### src/rtl/smb_tgt_pkg.sv
package smb_tgt_pkg;

    localparam int BYTE_W    = 8;
    localparam int BIT_CNT_W = $clog2(BYTE_W + 1);
    localparam int PIN_W     = 3;
    localparam int HI_W      = 7 - PIN_W;

    typedef enum logic [3:0] {
        ST_IDLE,
        ST_ADDR,
        ST_ADDR_ACK,
        ST_CMD,
        ST_CMD_ACK,
        ST_WDATA,
        ST_WDATA_ACK,
        ST_RDATA,
        ST_RACK
    } xact_state_e;

    typedef struct packed {
        logic scl;
        logic sda;
        logic scl_rise;
        logic scl_fall;
        logic start;
        logic stop;
    } bus_evt_t;

    function automatic logic addr_hit(input logic [BYTE_W-1:0] rx_byte,
                                      input logic [HI_W-1:0]   hi_bits,
                                      input logic [PIN_W-1:0]  pins);
        return rx_byte[BYTE_W-1:1] == {hi_bits, pins};
    endfunction

endpackage

### src/rtl/smb_line_sync.sv
module smb_line_sync
    import smb_tgt_pkg::*;
#(
    parameter int STAGES = 2
) (
    input  logic     clk,
    input  logic     rst,
    input  logic     scl_i,
    input  logic     sda_i,
    output bus_evt_t evt_o
);

    logic [STAGES-1:0] scl_pipe;
    logic [STAGES-1:0] sda_pipe;
    logic              scl_q;
    logic              sda_q;
    logic              scl_s;
    logic              sda_s;

    assign scl_s = scl_pipe[STAGES-1];
    assign sda_s = sda_pipe[STAGES-1];

    always_ff @(posedge clk) begin
        if (rst) begin
            scl_pipe <= '1;
            sda_pipe <= '1;
            scl_q    <= 1'b1;
            sda_q    <= 1'b1;
        end else begin
            scl_pipe <= {scl_pipe[STAGES-2:0], scl_i};
            sda_pipe <= {sda_pipe[STAGES-2:0], sda_i};
            scl_q    <= scl_s;
            sda_q    <= sda_s;
        end
    end

    always_comb begin
        evt_o.scl      = scl_s;
        evt_o.sda      = sda_s;
        evt_o.scl_rise = scl_s & ~scl_q;
        evt_o.scl_fall = ~scl_s & scl_q;
        evt_o.start    = scl_s & scl_q & sda_q & ~sda_s;
        evt_o.stop     = scl_s & scl_q & ~sda_q & sda_s;
    end

endmodule

### src/rtl/smb_ptr_reg.sv
module smb_ptr_reg #(
    parameter int            W       = 8,
    parameter logic [W-1:0]  RST_VAL = '0
) (
    input  logic         clk,
    input  logic         rst,
    input  logic         load,
    input  logic [W-1:0] din,
    output logic [W-1:0] ptr_o
);

    always_ff @(posedge clk) begin
        if (rst) begin
            ptr_o <= RST_VAL;
        end else if (load) begin
            ptr_o <= din;
        end
    end

endmodule

### src/rtl/smb_xact_fsm.sv
module smb_xact_fsm
    import smb_tgt_pkg::*;
#(
    parameter logic [HI_W-1:0] ADDR_HI = 4'b0011
) (
    input  logic              clk,
    input  logic              rst,
    input  bus_evt_t          evt,
    input  logic [PIN_W-1:0]  addr_pins,
    input  logic [BYTE_W-1:0] rd_data,
    output logic              sda_low,
    output logic              wr_pulse,
    output logic [BYTE_W-1:0] wr_data,
    output logic              rd_pulse,
    output logic              ptr_load,
    output logic [BYTE_W-1:0] ptr_data
);

    localparam logic [BIT_CNT_W-1:0] FULL_CNT = BIT_CNT_W'(BYTE_W);
    localparam logic [BIT_CNT_W-1:0] LAST_OUT = BIT_CNT_W'(BYTE_W - 1);

    xact_state_e           state_q;
    logic [BYTE_W-1:0]     shreg_q;
    logic [BIT_CNT_W-1:0]  cnt_q;
    logic                  rnw_q;
    logic                  mack_q;
    logic                  drive_q;
    logic                  wr_q;
    logic                  pl_q;
    logic [BYTE_W-1:0]     wdat_q;
    logic                  fetch;

    // A new byte is fetched at the end of the address ACK of a read, or at
    // the end of a controller ACK that asks for another byte.
    always_comb begin
        fetch = evt.scl_fall &&
                ((state_q == ST_ADDR_ACK && rnw_q) ||
                 (state_q == ST_RACK && mack_q));
    end

    always_ff @(posedge clk) begin
        if (rst) begin
            state_q <= ST_IDLE;
            shreg_q <= '0;
            cnt_q   <= '0;
            rnw_q   <= 1'b0;
            mack_q  <= 1'b0;
            drive_q <= 1'b0;
            wr_q    <= 1'b0;
            pl_q    <= 1'b0;
            wdat_q  <= '0;
        end else begin
            wr_q <= 1'b0;
            pl_q <= 1'b0;
            if (evt.start) begin
                state_q <= ST_ADDR;
                cnt_q   <= '0;
                drive_q <= 1'b0;
            end else if (evt.stop) begin
                state_q <= ST_IDLE;
                cnt_q   <= '0;
                drive_q <= 1'b0;
            end else begin
                case (state_q)
                    ST_ADDR, ST_CMD, ST_WDATA: begin
                        if (evt.scl_rise && cnt_q != FULL_CNT) begin
                            shreg_q <= {shreg_q[BYTE_W-2:0], evt.sda};
                            cnt_q   <= cnt_q + 1'b1;
                        end else if (evt.scl_fall && cnt_q == FULL_CNT) begin
                            cnt_q <= '0;
                            case (state_q)
                                ST_ADDR: begin
                                    if (addr_hit(shreg_q, ADDR_HI, addr_pins)) begin
                                        state_q <= ST_ADDR_ACK;
                                        rnw_q   <= shreg_q[0];
                                        drive_q <= 1'b1;
                                    end else begin
                                        state_q <= ST_IDLE;
                                    end
                                end
                                ST_CMD: begin
                                    state_q <= ST_CMD_ACK;
                                    drive_q <= 1'b1;
                                end
                                default: begin
                                    state_q <= ST_WDATA_ACK;
                                    drive_q <= 1'b1;
                                end
                            endcase
                        end
                    end
                    ST_ADDR_ACK: begin
                        if (evt.scl_fall) begin
                            cnt_q <= '0;
                            if (rnw_q) begin
                                state_q <= ST_RDATA;
                                shreg_q <= rd_data;
                                drive_q <= ~rd_data[BYTE_W-1];
                            end else begin
                                state_q <= ST_CMD;
                                drive_q <= 1'b0;
                            end
                        end
                    end
                    ST_CMD_ACK: begin
                        if (evt.scl_fall) begin
                            state_q <= ST_WDATA;
                            drive_q <= 1'b0;
                            pl_q    <= 1'b1;
                        end
                    end
                    ST_WDATA_ACK: begin
                        if (evt.scl_fall) begin
                            state_q <= ST_WDATA;
                            drive_q <= 1'b0;
                            wr_q    <= 1'b1;
                            wdat_q  <= shreg_q;
                        end
                    end
                    ST_RDATA: begin
                        if (evt.scl_fall) begin
                            if (cnt_q == LAST_OUT) begin
                                state_q <= ST_RACK;
                                drive_q <= 1'b0;
                                cnt_q   <= '0;
                            end else begin
                                shreg_q <= {shreg_q[BYTE_W-2:0], 1'b0};
                                drive_q <= ~shreg_q[BYTE_W-2];
                                cnt_q   <= cnt_q + 1'b1;
                            end
                        end
                    end
                    ST_RACK: begin
                        if (evt.scl_rise) begin
                            mack_q <= ~evt.sda;
                        end else if (evt.scl_fall) begin
                            if (mack_q) begin
                                state_q <= ST_RDATA;
                                shreg_q <= rd_data;
                                drive_q <= ~rd_data[BYTE_W-1];
                                cnt_q   <= '0;
                            end else begin
                                state_q <= ST_IDLE;
                            end
                        end
                    end
                    default: begin
                        drive_q <= 1'b0;
                    end
                endcase
            end
        end
    end

    assign sda_low  = drive_q;
    assign wr_pulse = wr_q;
    assign wr_data  = wdat_q;
    assign rd_pulse = fetch;
    assign ptr_load = pl_q;
    assign ptr_data = shreg_q;

endmodule

### src/rtl/smb_cmdptr_target.sv
module smb_cmdptr_target
    import smb_tgt_pkg::*;
#(
    parameter int                SYNC_STAGES = 2,
    parameter logic [HI_W-1:0]   ADDR_HI     = 4'b0011,
    parameter logic [BYTE_W-1:0] PTR_RST     = 8'h00
) (
    input  logic                            clk,
    input  logic                            rst,
    input  logic                            scl_i,
    input  logic                            sda_i,
    input  logic [smb_tgt_pkg::PIN_W-1:0]   addr_sel_i,
    output logic                            sda_drive_low_o,
    output logic [smb_tgt_pkg::BYTE_W-1:0]  cmd_ptr_o,
    output logic [smb_tgt_pkg::BYTE_W-1:0]  wr_data_o,
    output logic                            wr_pulse_o,
    output logic                            rd_pulse_o,
    input  logic [smb_tgt_pkg::BYTE_W-1:0]  rd_data_i
);

    bus_evt_t          bus_evt;
    logic              ptr_load;
    logic [BYTE_W-1:0] ptr_data;
    logic              scl_fall_w;
    logic              stop_w;

    smb_line_sync #(.STAGES(SYNC_STAGES)) sync_i (
        .clk   (clk),
        .rst   (rst),
        .scl_i (scl_i),
        .sda_i (sda_i),
        .evt_o (bus_evt)
    );

    smb_xact_fsm #(.ADDR_HI(ADDR_HI)) fsm_i (
        .clk       (clk),
        .rst       (rst),
        .evt       (bus_evt),
        .addr_pins (addr_sel_i),
        .rd_data   (rd_data_i),
        .sda_low   (sda_drive_low_o),
        .wr_pulse  (wr_pulse_o),
        .wr_data   (wr_data_o),
        .rd_pulse  (rd_pulse_o),
        .ptr_load  (ptr_load),
        .ptr_data  (ptr_data)
    );

    smb_ptr_reg #(.W(BYTE_W), .RST_VAL(PTR_RST)) ptr_i (
        .clk   (clk),
        .rst   (rst),
        .load  (ptr_load),
        .din   (ptr_data),
        .ptr_o (cmd_ptr_o)
    );

    assign scl_fall_w = bus_evt.scl_fall;
    assign stop_w     = bus_evt.stop;

endmodule

### config.mk
export PLATFORM = sky130hd
export DESIGN_NAME = smb_cmdptr_target
export DESIGN_NICKNAME = d
export VERILOG_FILES = /design/src/rtl/smb_tgt_pkg.sv /design/src/rtl/smb_line_sync.sv /design/src/rtl/smb_ptr_reg.sv /design/src/rtl/smb_xact_fsm.sv /design/src/rtl/smb_cmdptr_target.sv
export SDC_FILE = /design/constraint.sdc
export NUM_CORES = 1
export LEC_CHECK = 0
export BUFFER_PORTS_ARGS = -buffer_cell sky130_fd_sc_hd__buf_2
export CAP_MARGIN = 15
export CORE_ASPECT_RATIO = 1.2
export CORE_MARGIN = 2
export CORE_UTILIZATION = 57
export CTS_BUF_LIST = sky130_fd_sc_hd__clkbuf_8 sky130_fd_sc_hd__clkbuf_16
export DETAILED_ROUTE_END_ITERATION = 8
export GPL_TIMING_DRIVEN = 0
export PLACE_DENSITY_LB_ADDON = 0.05
export SYNTH_ARGS = -nofsm -noshare
export SYNTH_HDL_FRONTEND = slang
export SYNTH_SLANG_ARGS = --single-unit
### constraint.sdc
create_clock -name clk -period 2.1 [get_ports clk]
set_input_delay 0.21 -clock clk [delete_from_list [all_inputs] [get_ports clk]]
set_output_delay 0.21 -clock clk [all_outputs]
set_load 0.02 [all_outputs]
# Yosys cells after proc, flatten, opt, wreduce, memory -nomap -nowiden
# Cells that the tools add are included.
[word_totals]
regBits = 43
out_inout_bits = 19
wordCells = 137
[op_classes]
addsub = 1
n_eq_ne = 34
mux = 47
bitwise_logic = 18
reduce_logical = 22
[op_table]
columns = ["op", "n"]
rows = [
  ["$mux 4", 16],
  ["$mux 8", 8],
  ["$pmux 8 s4", 1],
  ["$reduce_and 9->1", 3],
  ["$ne 4x4->1 const B", 6],
  ["$eq 4x3->1 const B", 5],
  ["$pmux 4 s5", 1],
  ["$pmux 4 s4", 1],
  ["$mux 1", 15],
  ["$reduce_and 7->1", 2],
  ["$ne 2x1->1 const B", 6],
  ["$ne 2x2->1 const B", 6],
  ["$not 1->1", 11],
  ["$reduce_and 11->1", 1],
  ["$eq 4x2->1 const B", 2],
  ["$eq 4x4->1 const B", 2],
  ["$ne 4x3->1 const B", 2],
  ["$reduce_and 4->1", 2],
  ["$reduce_or 4->1", 2],
  ["$and 1x1->1", 7],
  ["$eq 7x5->1", 1],
  ["$reduce_bool 7->1", 1],
  ["$mux 3", 2],
  ["$pmux 3 s2", 1],
  ["13 further kinds", 18],
]

# Longest topological paths before layout
# Gate-level depths: netlist (run 1).
[depth]
ltp_word = 8
mapped_depth = 8

# Cells and area by module
# From an unflattened synthesis (run 1), not the netlist that was laid out.
[unflattened]
hier_cells = 252
hier_area_um2 = 2312.2
[modules_own_cells]
columns = ["module", "instances", "cells_each", "area_per_inst_um2", "seq_area_each_um2"]
rows = [
  ["smb_xact_fsm", 1, 208, 1821.7, 580.6],
  ["smb_ptr_reg", 1, 26, 285.3, 160.2],
  ["smb_line_sync", 1, 18, 205.2, 120.1],
]

# Worst setup path after synthesis (run 1)
# No wires, ideal clock.
[synth_path]
path_kind = "reg2reg"
start = "reg fsm_i.state_q[0]"
end = "reg fsm_i.shreg_q[1], in the netlist fsm_i.ptr_data[1]"
setup_ps = 121
arrival_time_ps = 1603
t_required_ps = 1979
slack_ps = 376
stages_incl_launch_ff = 7
path_buffers = 1
synth_period_minus_slack_ps = 1724
cell_sequence = "dfxtp_1 -> buf_4 -> nor4b_4 -> and2b_2 -> a21oi_2 -> o2111ai_4 -> mux2_2"
[synth_via]
elab_chain_cells = 4
word_cells_on_any_way = 18
cone_classes = "eq/ne (14); mux (1); reduce/logical (3)"
[synth_rtl]
columns = ["item", "line_no", "rtl"]
rows = [
  ["start: declaration", "smb_xact_fsm.sv:22", "xact_state_e state_q;"],
  ["start signal: assignment", "smb_xact_fsm.sv:43", "state_q <= ST_IDLE;"],
  ["start signal: assignment", "smb_xact_fsm.sv:56", "state_q <= ST_ADDR;"],
  ["start signal: assignment", "smb_xact_fsm.sv:60", "state_q <= ST_IDLE;"],
  ["$eq 4x1->1, or another cell as far along", "smb_xact_fsm.sv:64", "case (state_q)"],
  ["$reduce_or 3->1", "smb_xact_fsm.sv:64", ""],
  ["$ne 2x1->1 (no source line) / $reduce_bool 4->1 (equally long branches)", "n/a", ""],
  ["$reduce_and 11->1 (no source line)", "n/a", ""],
  ["end signal: assignment", "smb_xact_fsm.sv:67", "shreg_q <= {shreg_q[BYTE_W-2:0], evt.sda};"],
  ["end signal: assignment", "smb_xact_fsm.sv:97", "shreg_q <= rd_data;"],
  ["end signal: assignment", "smb_xact_fsm.sv:127", "shreg_q <= {shreg_q[BYTE_W-2:0], 1'b0};"],
  ["end: declaration", "smb_xact_fsm.sv:23", "logic [BYTE_W-1:0] shreg_q;"],
]
# Several ways; a longest one is shown, not always the timed one.
# A chain may end at the register's enable or synchronous reset.

# Final worst setup path (run 1)
[layout_path]
start = "reg fsm_i.shreg_q[4], in the netlist fsm_i.ptr_data[4]"
end = "reg fsm_i.drive_q, in the netlist fsm_i.sda_low"
[layout_via]
elab_chain_cells = 3
[layout_rtl]
columns = ["item", "line_no", "rtl"]
rows = [
  ["$eq 7x5->1", "smb_tgt_pkg.sv:32", "return rx_byte[BYTE_W-1:1] == {hi_bits, pins};"],
  ["$ne 3x2->1 (no source line)", "n/a", ""],
  ["$reduce_and 9->1 (no source line)", "n/a", ""],
  ["end signal: assignment", "smb_xact_fsm.sv:98", "drive_q <= ~rd_data[BYTE_W-1];"],
  ["end signal: assignment", "smb_xact_fsm.sv:128", "drive_q <= ~shreg_q[BYTE_W-2];"],
  ["end signal: assignment", "smb_xact_fsm.sv:140", "drive_q <= ~rd_data[BYTE_W-1];"],
  ["end: declaration", "smb_xact_fsm.sv:27", "logic drive_q;"],
]
# Every way passes these cells.

==> results.cfg, run 1 <==
[setup_path]
cpMaxStageDelayCell = nor4_1
path_buf_inv = 0
path_delay_family = simple AND/OR/NAND/NOR gates
crit_fanout = 5
critPathRequiredTime_ps = 2300
start_kind = register
max_stage_delay_ps = 680
arrival_ps = 2170
path_cells = nand4bb_1 > nor4_1 > o221a_2 > nand2_1 > a31o_2
endpoint_kind = register
worstSetupPathType = reg -> reg

[yosys]
syn_nets = 282
syn_area_um2 = 2330
yosysMostFrequentCell = dfxtp_1
synthTopCellsByArea = dfxtp_1 (37%), mux2i_1 (7.7%), a21oi_1 (4.1%)
synth_top_area_share = 0.369
syn_inst = 265
synthTopCellsByCount = dfxtp_1 (43), nand2_1 (24), nor2_1 (24)
avgSynthCellArea_um2 = 8.80
synth.distinct_cells = 55
async_flop_share = 0
synth_seq_cells = 43
ys_seq_area_frac = 0.369
yosysWarningCount = 0
ys.flop_type = dfxtp_1
synth_top_area_cell = dfxtp_1
synth-edff-count = 0

[min_path]
min_path_type = in -> reg

[clock_network]
clk_latency_ps = 300
h-tree-depth = 2
ctsHoldBuffers = 0
clock_sinks = 43
tritoncts = built
numCtsBuffers = 5
clockBufferDepth = 2
ctsResizeCount = 0
cts_setup_buffers = 0
cts_root_buf = clkbuf_8
cts.clk_slew.worst_paths_ps = 80

[global_route]
grt_pass1_vias = 1868
antenna_found_initial = 0
grt-ovfl-total = 0
grt_max_degree = 15
grt_usage = 0.247
grt_pass1_wl_um = 9000

[timing]
rsz0062_at_grt = no
setup_tns_ps = 0
fmax_mhz = 505
holdWs_ps = 91.6
slew-limit-headroom = 0.499
final-hold-violation-count = 0
post-route-min-period_ps = 1980
setup_violations = 0
finalClockSkew_ps = 4.83
period_share = 0.942
drv_slew = 0
tightest_slew_ps = 745

[final_layout]
final_area_um2 = 2690
drive_gt1_frac = 0.261
multi_input_area_um2 = 1340
area_growth_pct = 15.2
fill_cells = 355
n_antenna_cell = 0
ff_latch_area_um2 = 861
nNetsFinal = 323

[routing]
drt-vias-per-instance = 5.72
drt_wl_total_um = 5470
drt_iter0_markers = 188
vias = 2064
drt.antenna.violating_nets = 0
drc = 0
wire_per_inst_um = 15.1
dr.pass1.iters = 4

[die]
die-area_um2 = 4620
die_x_um = 62.4
die_y_um = 74.1
core_um2 = 3940
core.rowCount = 25
start_util = 0.591
top_level_ports = 34

[power_and_ir_drop]
powerDensity_nw_per_um2 = 761
ir_drop_mv = 0.462
p_leak_uw = 0.00112

[place]
io_buffers = 32
dp_hpwl_um = 4010
placed_area_um2 = 2560
place_congestion = 0.951

[job]
max-cap-violations = 0

[run_status]
status = finished clean
==> state kept, by name, summed over array words and instances, names as in the netlist, 2 cells and up <==
| register | cells |
|---|---|
| fsm_i.cnt_q | 4 |
| fsm_i.ptr_data | 8 |
| fsm_i.state_q | 4 |
| fsm_i.wr_data | 8 |
| ptr_i.ptr_o | 8 |
| sync_i.scl_pipe | 2 |
| sync_i.sda_pipe | 2 |
==> layer usage <==
metal / track usage / wire length (um) / part of all wire
met5: 0 / 0 / 0
met4: 0.136 / 159 / 0.029
met3: 0.0393 / 202 / 0.037
met2: 0.425 / 2660 / 0.49
met1: 0.301 / 2450 / 0.45
==> cells by family after synthesis <==
logic type      after synthesis  share of synthesized area
simple gates                100                      0.232
compound gates               62                      0.195
flops                        43                      0.369
buf+inv                      26                     0.0548
mux                          26                      0.116
xor+xnor                      6                     0.0225
fa+ha+maj                     2                     0.0107
==> per-stage QoR <==
stage	setup slack (ps)	util	instances	total power, uW
after CTS	136	0.678	359	2050
after floorplan	376	-	265	1290
final	121	0.682	361	2040
after detailed placement	152	0.649	351	1400
after global routing	37.8	0.682	361	2150
after global placement	166	0.649	351	1400
==> path summary, 6_finish.rpt <==
check                startpoint                  to  slack [ps]  depth (start not counted)
max           fsm_i.ptr_data[4]       fsm_i.sda_low         120                          5
min                       sda_i  sync_i.sda_pipe[0]          90                          2
max reg2reg   fsm_i.ptr_data[4]       fsm_i.sda_low         120                          5
min reg2reg  sync_i.sda_pipe[0]  sync_i.sda_pipe[1]         410                          1
==> cell usage in the layout (no fill, tap or decap), types with 6 or more instances in the layout <==
cell type and count:
a21oi_1 19, mux2i_1 18, nor2b_1 9, mux2_2 8, nand2b_1 7, dfxtp_1 43
clkbuf_1 7, nand3_1 7, or2_2 6, o21ai_0 6, buf_2 38, nand2_1 24
buf_4 6, inv_1 8, nor2_1 24
==> report_power, final <==
group | internal [uW] | switching (uW)
registers | 845 | 25.4
logic | 214 | 306
clock network | 354 | 299
total | 1410 | 630
==> layout make-up <==
| class | count | share of cell area |
|---|---|---|
| Tap cell | 54 | 0.0252 |
| Multi-Input combinational cell | 196 | 0.500 |
| Sequential cell | 43 | 0.320 |
| Timing Repair Buffer | 34 | 0.0652 |
| Clock inverter | 3 | 0.0163 |
| Inverter | 8 | 0.0112 |
| Clock buffer | 5 | 0.0256 |
| Buffer | 18 | 0.0363 |
No activity file was read; power rests on OpenSTA's default activity.
==> run 2: changes to the inputs <==
CORE_UTILIZATION = 59   (was 57)
CTS_BUF_LIST = sky130_fd_sc_hd__clkbuf_8   (was sky130_fd_sc_hd__clkbuf_8 sky130_fd_sc_hd__clkbuf_16)
==> run 2 against run 1 <==
Against the previous run: wire length fell by 2.1%; final cell count fell by 0.55%; maximum frequency fell by 1.1%; cell area fell by 0.23%; clock power rose by 6.3%; die area fell by 3.2%; worst setup slack got worse by 21 ps; critical path type unchanged; critical endpoint is now fsm_i.ptr_data[1]; largest cell class unchanged.
==> results.cfg, run 2 (same netlist as run 1, synthesis figures left out) <==
[run_status]
status = finished clean

[power_and_ir_drop]
ir_drop_mv = 0.541
powerDensity_nw_per_um2 = 780
p_total_uw = 2090
p_leak_uw = 0.00111

[timing]
holdWs_ps = 84.7
finalClockSkew_ps = 6.81
drv_slew = 0
final-hold-violation-count = 0
period_share = 0.953
setup_tns_ps = 0
slew-limit-headroom = 0.524
post-route-min-period_ps = 2000
tightest_slew_ps = 707
setup_violations = 0
rsz0062_at_grt = no
fmax_mhz = 500

[routing]
drt.antenna.violating_nets = 0
drc = 0
dr.pass1.iters = 5
vias = 2050
drt_iter0_markers = 134
drt_wl_total_um = 5350
drt-vias-per-instance = 5.71
wire_per_inst_um = 14.9

[setup_path]
max_stage_delay_ps = 440
crit_cells = 6
critPathRequiredTime_ps = 2300
worstSetupPathType = reg -> reg
path_delay_family = simple AND/OR/NAND/NOR gates
cpMaxStageDelayCell = nor4b_4
path_cells = buf_2 > nor4b_4 > and2b_2 > a21oi_2 > o2111ai_4 > mux2_2
arrival_ps = 2200
crit_fanout = 9
start_kind = register
path_buf_inv = 1
endpoint_kind = register
ff2ff_path_depth = 6

[clock_network]
cts_setup_buffers = 0
clockBufferDepth = 2
ctsResizeCount = 0
cts.clk_slew.worst_paths_ps = 90
numCtsBuffers = 5
h-tree-depth = 2
clk_latency_ps = 300
cts_root_buf = clkbuf_8
clock_sinks = 43
tritoncts = built
ctsHoldBuffers = 0

[global_route]
grt_pass1_vias = 1997
antenna_found_initial = 0
grt_pass1_wl_um = 8960
grt-ovfl-total = 0
grt_usage = 0.266
grt_max_degree = 15

[final_layout]
n_antenna_cell = 0
final_cell_mix = dfxtp_1 (43), buf_2 (38), nor2_1 (24), nand2_1 (24), a21oi_1 (19)
utilization = 0.691
area_growth_pct = 15.0
layout_commonest_cell = dfxtp_1
nNetsFinal = 321
drive_gt1_frac = 0.256

[job]
max-cap-violations = 0

[die]
core_um2 = 3880
core.rowCount = 25
start_util = 0.601
die-area_um2 = 4470
die_y_um = 72.9
die_x_um = 61.4
top_level_ports = 34

[place]
place_congestion = 0.934
io_buffers = 32
dp_hpwl_um = 3970

[min_path]
hold_depth = 2
min_path_type = in -> reg
==> run 2: changes by cell type in the layout (fill, tap and decap cells not counted), sizes merged <==
cell / delta
buf: -2
clkinv: -2
clkbuf: +1
inv: +1
==> run 2: cell type report <==
class / instances / area (um^2)
Clock buffer: 6 / 82.6
Multi-Input combinational cell: 196 / 1340
Sequential cell: 43 / 861
Clock inverter: 2 / 38.8
Fill cell: 364 / 1200
Tap cell: 54 / 67.6
Inverter: 8 / 30.0
Buffer: 18 / 97.6
Timing Repair Buffer: 32 / 160
==> run 2: per-layer routing <==
layer  global-route usage  part of all wire
met1                0.330              0.42
met2                0.440              0.50
met3               0.0426             0.053
met4                0.130             0.034
met5                    0                 0
==> run 2: worst register-to-register path, cell delays in order (launching register included) <==
cell,delay [ps]
dfxtp_1,320
buf_2,190
nor4b_4,440
and2b_2,310
a21oi_2,80
o2111ai_4,180
mux2_2,380
==> run 2: worst paths after layout <==
check	from	to	slack (ps)
worst max-delay path	fsm_i.state_q[3]	fsm_i.ptr_data[1]	100
worst min-delay path	scl_i	sync_i.scl_pipe[0]	80
worst max register to register	fsm_i.state_q[3]	fsm_i.ptr_data[1]	100
worst min register to register	sync_i.scl_pipe[0]	sync_i.scl_pipe[1]	410
==> run 2: report_power, final <==
| group | total, uW | switching [uW] | internal (uW) |
|---|---|---|---|
| Combinational | 527 | 313 | 214 |
| Sequential | 868 | 23.2 | 845 |
| Clock | 694 | 303 | 391 |
| Total | 2090 | 638 | 1450 |
==> run 2: stage by stage <==
stage          instances  setup slack [ps]  cell area [um^2]
4_1_cts              359               128              2680
3_5_place_dp         351               140              2560
5_1_grt              359              6.60              2680
3_3_place_gp         351               178              2560
6_report             359              99.7              2680
2_1_floorplan        265               376              2330
